`src/rtl/spi_mem_front_pkg.sv`:
```
package spi_mem_front_pkg;
  typedef struct packed {
    logic cs_n;
    logic sck;
    logic mosi;
    logic hold_n;
  } pins_t;

  localparam pins_t PINS_IDLE = '{cs_n: 1'b1, sck: 1'b0, mosi: 1'b0, hold_n: 1'b1};
endpackage

```
`src/rtl/spi_mem_front_sync.sv`:
```
module spi_mem_front_sync #(
  parameter int W = 4,
  parameter int STAGES = 2,
  parameter logic [W-1:0] RST_VAL = '0
) (
  input  logic         clk_i,
  input  logic         rst_ni,
  input  logic [W-1:0] d_i,
  output logic [W-1:0] q_o
);
  logic [STAGES-1:0][W-1:0] chain_q;

  always_ff @(posedge clk_i or negedge rst_ni) begin
    if (!rst_ni) chain_q[0] <= RST_VAL;
    else         chain_q[0] <= d_i;
  end

  for (genvar s = 1; s < STAGES; s++) begin : g_stage
    always_ff @(posedge clk_i or negedge rst_ni) begin
      if (!rst_ni) chain_q[s] <= RST_VAL;
      else         chain_q[s] <= chain_q[s-1];
    end
  end

  assign q_o = chain_q[STAGES-1];
endmodule

```
`src/rtl/spi_mem_front_hold.sv`:
```
module spi_mem_front_hold (
  input  logic clk_i,
  input  logic rst_ni,
  input  logic cs_s_i,
  input  logic sck_s_i,
  input  logic hold_s_i,
  output logic hold_act_o
);
  logic hold_prev_q, hold_act_q;
  logic hold_fall;

  assign hold_fall = hold_prev_q & ~hold_s_i;

  always_ff @(posedge clk_i or negedge rst_ni) begin
    if (!rst_ni) begin
      hold_prev_q <= 1'b1;
      hold_act_q  <= 1'b0;
    end else begin
      hold_prev_q <= hold_s_i;
      if (cs_s_i)                      hold_act_q <= 1'b0;
      else if (hold_fall && !sck_s_i)  hold_act_q <= 1'b1;
      else if (hold_s_i && !sck_s_i)   hold_act_q <= 1'b0;
    end
  end

  assign hold_act_o = hold_act_q;

  // hold can only begin from a low clock
  p_hold_start_r6: assert property (@(posedge clk_i) disable iff (!rst_ni)
    $rose(hold_act_q) |-> $past(!sck_s_i && !cs_s_i));
endmodule

```
`src/rtl/spi_mem_front_shift.sv`:
```
module spi_mem_front_shift #(
  parameter int BYTE_W = 8,
  localparam int CNT_W = $clog2(BYTE_W)
) (
  input  logic              clk_i,
  input  logic              rst_ni,
  input  logic              cs_s_i,
  input  logic              sck_s_i,
  input  logic              mosi_s_i,
  input  logic              hold_act_i,
  input  logic [BYTE_W-1:0] tx_byte_i,
  output logic [BYTE_W-1:0] rx_byte_o,
  output logic              rx_valid_o,
  output logic              rx_first_o,
  output logic              tx_load_o,
  output logic              miso_o,
  output logic              miso_oe_o
);
  localparam logic [CNT_W-1:0] LAST_BIT = CNT_W'(BYTE_W - 1);

  logic              cs_prev_q, sck_prev_q;
  logic [CNT_W-1:0]  bit_cnt_q;
  logic [BYTE_W-2:0] rx_sr_q;
  logic [BYTE_W-1:0] tx_sr_q, rx_byte_q;
  logic              first_q, armed_q, byte_done_q;
  logic              rx_valid_q, rx_first_q, tx_load_q, oe_q;
  logic              cs_fall, active, sck_rise, sck_fall;

  assign cs_fall  = cs_prev_q & ~cs_s_i;
  assign active   = ~cs_s_i & ~hold_act_i & ~cs_fall;
  assign sck_rise = active &  sck_s_i & ~sck_prev_q;
  assign sck_fall = active & ~sck_s_i &  sck_prev_q;

  always_ff @(posedge clk_i or negedge rst_ni) begin
    if (!rst_ni) begin
      cs_prev_q   <= 1'b1;
      sck_prev_q  <= 1'b0;
      bit_cnt_q   <= '0;
      rx_sr_q     <= '0;
      tx_sr_q     <= '0;
      rx_byte_q   <= '0;
      first_q     <= 1'b0;
      armed_q     <= 1'b0;
      byte_done_q <= 1'b0;
      rx_valid_q  <= 1'b0;
      rx_first_q  <= 1'b0;
      tx_load_q   <= 1'b0;
      oe_q        <= 1'b0;
    end else begin
      cs_prev_q  <= cs_s_i;
      sck_prev_q <= sck_s_i;
      rx_valid_q <= 1'b0;
      tx_load_q  <= 1'b0;
      oe_q       <= ~cs_s_i & ~hold_act_i;
      if (cs_s_i) begin
        // deselected: drop any partial byte
        bit_cnt_q   <= '0;
        armed_q     <= 1'b0;
        byte_done_q <= 1'b0;
      end else if (cs_fall) begin
        bit_cnt_q   <= '0;
        first_q     <= 1'b1;
        armed_q     <= 1'b0;
        byte_done_q <= 1'b0;
        tx_sr_q     <= '0;
      end else begin
        if (sck_rise) begin
          rx_sr_q <= {rx_sr_q[BYTE_W-3:0], mosi_s_i};
          armed_q <= 1'b1;
          if (bit_cnt_q == LAST_BIT) begin
            bit_cnt_q   <= '0;
            rx_byte_q   <= {rx_sr_q, mosi_s_i};
            rx_valid_q  <= 1'b1;
            rx_first_q  <= first_q;
            first_q     <= 1'b0;
            byte_done_q <= 1'b1;
          end else begin
            bit_cnt_q <= bit_cnt_q + 1'b1;
          end
        end
        // a falling edge only counts after a rising one (mode 3 lead edge)
        if (sck_fall && armed_q) begin
          armed_q <= 1'b0;
          if (byte_done_q) begin
            tx_sr_q     <= tx_byte_i;
            tx_load_q   <= 1'b1;
            byte_done_q <= 1'b0;
          end else begin
            tx_sr_q <= {tx_sr_q[BYTE_W-2:0], 1'b0};
          end
        end
      end
    end
  end

  assign rx_byte_o  = rx_byte_q;
  assign rx_valid_o = rx_valid_q;
  assign rx_first_o = rx_first_q;
  assign tx_load_o  = tx_load_q;
  assign miso_o     = tx_sr_q[BYTE_W-1];
  assign miso_oe_o  = oe_q;

  p_no_rx_desel_r4: assert property (@(posedge clk_i) disable iff (!rst_ni)
    cs_s_i |=> !rx_valid_o);
  p_hold_freeze_r7: assert property (@(posedge clk_i) disable iff (!rst_ni)
    (hold_act_i && !cs_s_i) |=> $stable(bit_cnt_q) && $stable(tx_sr_q));
  p_hold_oe_r7: assert property (@(posedge clk_i) disable iff (!rst_ni)
    hold_act_i |=> !miso_oe_o);
  p_valid_byte_r2: assert property (@(posedge clk_i) disable iff (!rst_ni)
    rx_valid_o |-> bit_cnt_q == '0);
  p_load_one_r3: assert property (@(posedge clk_i) disable iff (!rst_ni)
    tx_load_o |=> !tx_load_o);
endmodule

```
`src/rtl/spi_mem_front_standby.sv`:
```
module spi_mem_front_standby (
  input  logic clk_i,
  input  logic rst_ni,
  input  logic cs_s_i,
  input  logic busy_i,
  output logic standby_o
);
  logic standby_q;

  always_ff @(posedge clk_i or negedge rst_ni) begin
    if (!rst_ni) standby_q <= 1'b0;
    else         standby_q <= cs_s_i & ~busy_i;
  end

  assign standby_o = standby_q;

  p_standby_busy_r9: assert property (@(posedge clk_i) disable iff (!rst_ni)
    busy_i |=> !standby_o);
  p_standby_sel_r9: assert property (@(posedge clk_i) disable iff (!rst_ni)
    !cs_s_i |=> !standby_o);
endmodule

```
`src/rtl/spi_mem_front.sv`:
```
module spi_mem_front
  import spi_mem_front_pkg::*;
#(
  parameter int BYTE_W = 8,
  parameter int SYNC_STAGES = 2
) (
  input  logic              clk_i,
  input  logic              rst_ni,
  input  logic              cs_ni,
  input  logic              sck_i,
  input  logic              mosi_i,
  input  logic              hold_ni,
  output logic              miso_o,
  output logic              miso_oe_o,
  output logic [BYTE_W-1:0] rx_byte_o,
  output logic              rx_valid_o,
  output logic              rx_first_o,
  input  logic [BYTE_W-1:0] tx_byte_i,
  output logic              tx_load_o,
  input  logic              busy_i,
  output logic              standby_o
);
  localparam int PIN_W = $bits(pins_t);

  pins_t pins_raw, pins_s;
  logic  hold_act;

  assign pins_raw = '{cs_n: cs_ni, sck: sck_i, mosi: mosi_i, hold_n: hold_ni};

  spi_mem_front_sync #(
    .W(PIN_W), .STAGES(SYNC_STAGES), .RST_VAL(PINS_IDLE)
  ) u_sync (
    .clk_i(clk_i), .rst_ni(rst_ni), .d_i(pins_raw), .q_o(pins_s)
  );

  spi_mem_front_hold u_hold (
    .clk_i(clk_i), .rst_ni(rst_ni),
    .cs_s_i(pins_s.cs_n), .sck_s_i(pins_s.sck), .hold_s_i(pins_s.hold_n),
    .hold_act_o(hold_act)
  );

  spi_mem_front_shift #(.BYTE_W(BYTE_W)) u_shift (
    .clk_i(clk_i), .rst_ni(rst_ni),
    .cs_s_i(pins_s.cs_n), .sck_s_i(pins_s.sck), .mosi_s_i(pins_s.mosi),
    .hold_act_i(hold_act), .tx_byte_i(tx_byte_i),
    .rx_byte_o(rx_byte_o), .rx_valid_o(rx_valid_o), .rx_first_o(rx_first_o),
    .tx_load_o(tx_load_o), .miso_o(miso_o), .miso_oe_o(miso_oe_o)
  );

  spi_mem_front_standby u_standby (
    .clk_i(clk_i), .rst_ni(rst_ni),
    .cs_s_i(pins_s.cs_n), .busy_i(busy_i), .standby_o(standby_o)
  );
endmodule

```
`config.mk`:
```
export PLATFORM = sky130hd
export DESIGN_NAME = spi_mem_front
export DESIGN_NICKNAME = d
export VERILOG_FILES = /design/src/rtl/spi_mem_front_pkg.sv /design/src/rtl/spi_mem_front_sync.sv /design/src/rtl/spi_mem_front_hold.sv /design/src/rtl/spi_mem_front_shift.sv /design/src/rtl/spi_mem_front_standby.sv /design/src/rtl/spi_mem_front.sv
export SDC_FILE = /design/constraint.sdc
export NUM_CORES = 1
export LEC_CHECK = 0
export CORE_MARGIN = 8
export CORE_UTILIZATION = 30
export CTS_CLUSTER_DIAMETER = 200
export DETAILED_ROUTE_END_ITERATION = 7
export HOLD_SLACK_MARGIN = 0.03
export PLACE_DENSITY = 0.51
export SETUP_SLACK_MARGIN = 0.4
export SYNTH_ARGS = -nofsm -noshare
export SYNTH_HDL_FRONTEND = slang
export SYNTH_SLANG_ARGS = --single-unit
```
`constraint.sdc`:
```
create_clock -name clk_i -period 1.6 [get_ports clk_i]
set_input_delay 0.32 -clock clk_i [delete_from_list [all_inputs] [get_ports clk_i]]
set_output_delay 0.32 -clock clk_i [all_outputs]
set_load 0.05 [all_outputs]
```
==> metrics.txt <==
worst r2r src=u_sync.q_o[3]; Final setup viols=0; Critical Path RT=between 1.5 and 2 ns; synthesized area per cell=15.4 um^2; Iter 0 DRT Violations=57; PD cells=between 800 and 900 mW/mm^2; Num CTS Buffers=5; worst hold path class=flop to flop; largest net degree at the start of global routing=47; period utilization=0.890; Reg2Reg Depth=5; RSZ-0062 raised after global routing=yes; Core Area=just under 0.006 mm^2; first-pass GRT wire length=5870 um; H-tree depth=2; Crit. path cell count=5; DP Wirelength=2320 um; Placer Congestion=roughly 0.81; worst setup path class=flop to flop; grt ovf=0; Post-Synthesis Cell Area=between 0.0015 and 0.002 mm^2; DRT Pass-1 Iters=4; worst setup path startpoint=u_sync.q_o[3]; Row Count=28; fill cell count=between 500 and 600; outcome=finished clean; CTS Buffer Depth=2; initial antenna violation count=0; measured slew at the worst slew-check pin=0.295 ns; Slew Viols, Final=0; area delta synth->final=47.5%; Root Driver=clkbuf_8; crit path capture type=flop; Syn Inst Count=120; Critical-path top delay cell=dfstp_2; Detailed Route WL=3620 um; setup tns final=0 ns; Max-cap violations=0; critical-path cell list=or2_4, inv_6, nand4_4, clkbuf_16, mux2_4; I/O pin count=29; sequential area share after synthesis=0.627; Buf+Inv Stages, Crit Path=2; delay-heaviest family, CP=simple AND/OR/NAND/NOR gates; layout cells sized above 1=0.535; Syn. warnings=0; highest cell delay on the worst timing path=approximately 0.38 ns; routed vias=approximately 1200; n_diodes=0; Sink Count=46; DRT antenna net count=0; drc violations=0; Total Nets Final=~200; clk slew on worst S/H paths=0.08 ns; CTS tree=done; Peak VDD IR=~0.34 mV; total track usage=0.0841; worst hold margin=around 0.35 ns; Slew HR=0.802; Clock Skews=between 0.005 and 0.006 ns; Fin. Hold Viols=0; die area=just under 0.009 mm^2; Synth Register Bits=between 40 and 50; Crit Path Max Fanout=6; fin util=0.458; r2r endpoint=u_shift.rx_byte_o[5]; Die W=94.5 um; Setup WS pre-CTS=~0.074 ns; leak pwr=roughly 1.3 nW; die height=about 95 um; port bufs=28; crit path DAT=1.61 ns; via/cell ratio=between 4 and 5; vias in the first global route=approximately 1200; Initial Util=0.311; WL/cell=13.9 um; f_max=0.703 GHz; distinct cell type count after synthesis=33; critical path endpoint=u_shift.rx_byte_o[5]; setup ws final=0.177 ns; final period demand of the worst path=1.42 ns; clk_lat worst skew=~0.30 ns; Worst setup SP type=flop; Synthesized Nets=roughly 140; setup slack, reg-to-reg=about 0.18 ns
sequential cells by signal, summed over array words and instances (netlist names), 3 cells and up:
| register | cells |
|---|---|
| u_shift.rx_byte_o | 8 |
| u_shift.tx_sr_q | 8 |
| u_shift.rx_sr_q | 7 |
| u_shift.bit_cnt_q | 3 |
| u_sync.q_o | 4 |
| u_sync.chain_q | 4 |
synth_stat cells:
library cell / count / share of area
a211oi_1: 1 / 0.0041
a2111oi_1: 1 / 0.0054
nand3b_1: 1 / 0.0041
or2_2: 1 / 0.0034
ha_1: 2 / 0.014
inv_1: 6 / 0.012
o211a_1: 4 / 0.022
nor2b_1: 1 / 0.0034
and4bb_2: 1 / 0.0068
or2_4: 1 / 0.0047
and3_1: 1 / 0.0034
dfrtp_1: 40 / 0.54
a21bo_2: 1 / 0.0054
nand4_4: 1 / 0.012
a21oi_1: 2 / 0.0054
nand2_1: 3 / 0.0061
dfstp_2: 6 / 0.085
inv_4: 1 / 0.0034
nor2_1: 3 / 0.0061
a32o_1: 3 / 0.016
nand3_2: 1 / 0.0054
mux2i_1: 7 / 0.038
mux2_4: 14 / 0.11
nor4_1: 1 / 0.0034
clkbuf_1: 1 / 0.0020
nand3_1: 4 / 0.011
mux2_2: 5 / 0.030
nand2b_1: 1 / 0.0034
o21bai_1: 1 / 0.0041
a22o_1: 1 / 0.0047
o31ai_1: 1 / 0.0041
buf_6: 2 / 0.012
and3b_1: 1 / 0.0047
metal layers:
| layer | track usage | up-vias | part of all wire |
|---|---|---|---|
| li1 | - | 558 | - |
| met1 | 0.0994 | 584 | 0.45 |
| met2 | 0.135 | 20 | 0.48 |
| met3 | 0.0333 | 6 | 0.056 |
| met4 | 0.0312 | 0 | 0.015 |
| met5 | 0 | - | 0 |
worst reg2reg max path, delay by kind of cell (launching register included):
kind / cells / cell delay [ns]
buffers and inverters: 2 / 0.26
flip-flops: 1 / 0.38
multiplexers: 1 / 0.28
AND/OR/NAND/NOR: 2 / 0.40
placed cells by master, fill, tap and decap left out, types with 2 or more instances in the layout:
master	netlist	layout
a32o_1	3	3
nand2_1	3	3
o211a_1	4	4
nand3_2	1	4
buf_12	0	3
dfstp_2	6	6
buf_4	0	23
buf_6	2	16
nand3_4	0	2
mux2i_1	7	7
dfrtp_2	0	2
dfrtp_1	40	38
inv_1	6	6
mux2_2	5	5
clkdlybuf4s50_1	0	13
mux2_4	14	14
clkbuf_8	0	7
per-stage QoR:
stage	cells	area (um^2)	total power [mW]
final	260	2730	2.33
after global routing	260	2730	2.43
after CTS	248	2610	2.34
after detailed placement	225	2240	1.52
after global placement	225	2240	1.51
after floorplan	120	1890	1.42
worst min-delay path by stage:
stage | start | end | slack [ns] | cells past startpoint
after floorplan | rst_ni | u_hold.hold_act_o | 0.02 | 0
after global placement | rst_ni | u_standby.standby_o | 0.32 | 2
after detailed placement | rst_ni | u_standby.standby_o | 0.32 | 2
after CTS | u_sync.chain_q[2] | u_sync.q_o[2] | 0.36 | 0
after global routing | u_sync.chain_q[2] | u_sync.q_o[2] | 0.36 | 0
final | u_sync.chain_q[2] | u_sync.q_o[2] | 0.35 | 0
report_power, final:
part           internal [mW]  switching (mW)  total (mW)
sequential              1.24          0.0503        1.29
combinational          0.161          0.0995       0.260
clock                  0.396           0.384       0.780
total                   1.79           0.534        2.33
cells by family (layout without fill, tap and decap cells):
group / after synthesis / after routing / share of synthesized area
flops: 46 / 46 / 0.627
fa+ha+maj: 2 / 2 / 0.0135
simple gates: 21 / 22 / 0.0771
buf+inv: 10 / 74 / 0.0298
mux: 26 / 26 / 0.182
compound gates: 15 / 15 / 0.0710
final cells by class:
class,count,area (um^2),share of cell area
sequential,46,1160,0.426
multi-input combinational,65,738,0.271
timing repair buffer,59,598,0.219
clock buffer,7,96.3,0.0353
tap,75,93.8,0.0344
inverter,7,31.3,0.0115
clock inverter,1,8.76,0.00321
timing repair:
item	in CTS	in global routing
endpoints found under the setup margin	41	43
cloned	2	0
hold buffers	1	0
setup buffers	12	12
gates resized for setup	26	7
endpoints found under the hold margin	40	0
pin swaps	7	4
(Power assumes the default switching activity.)
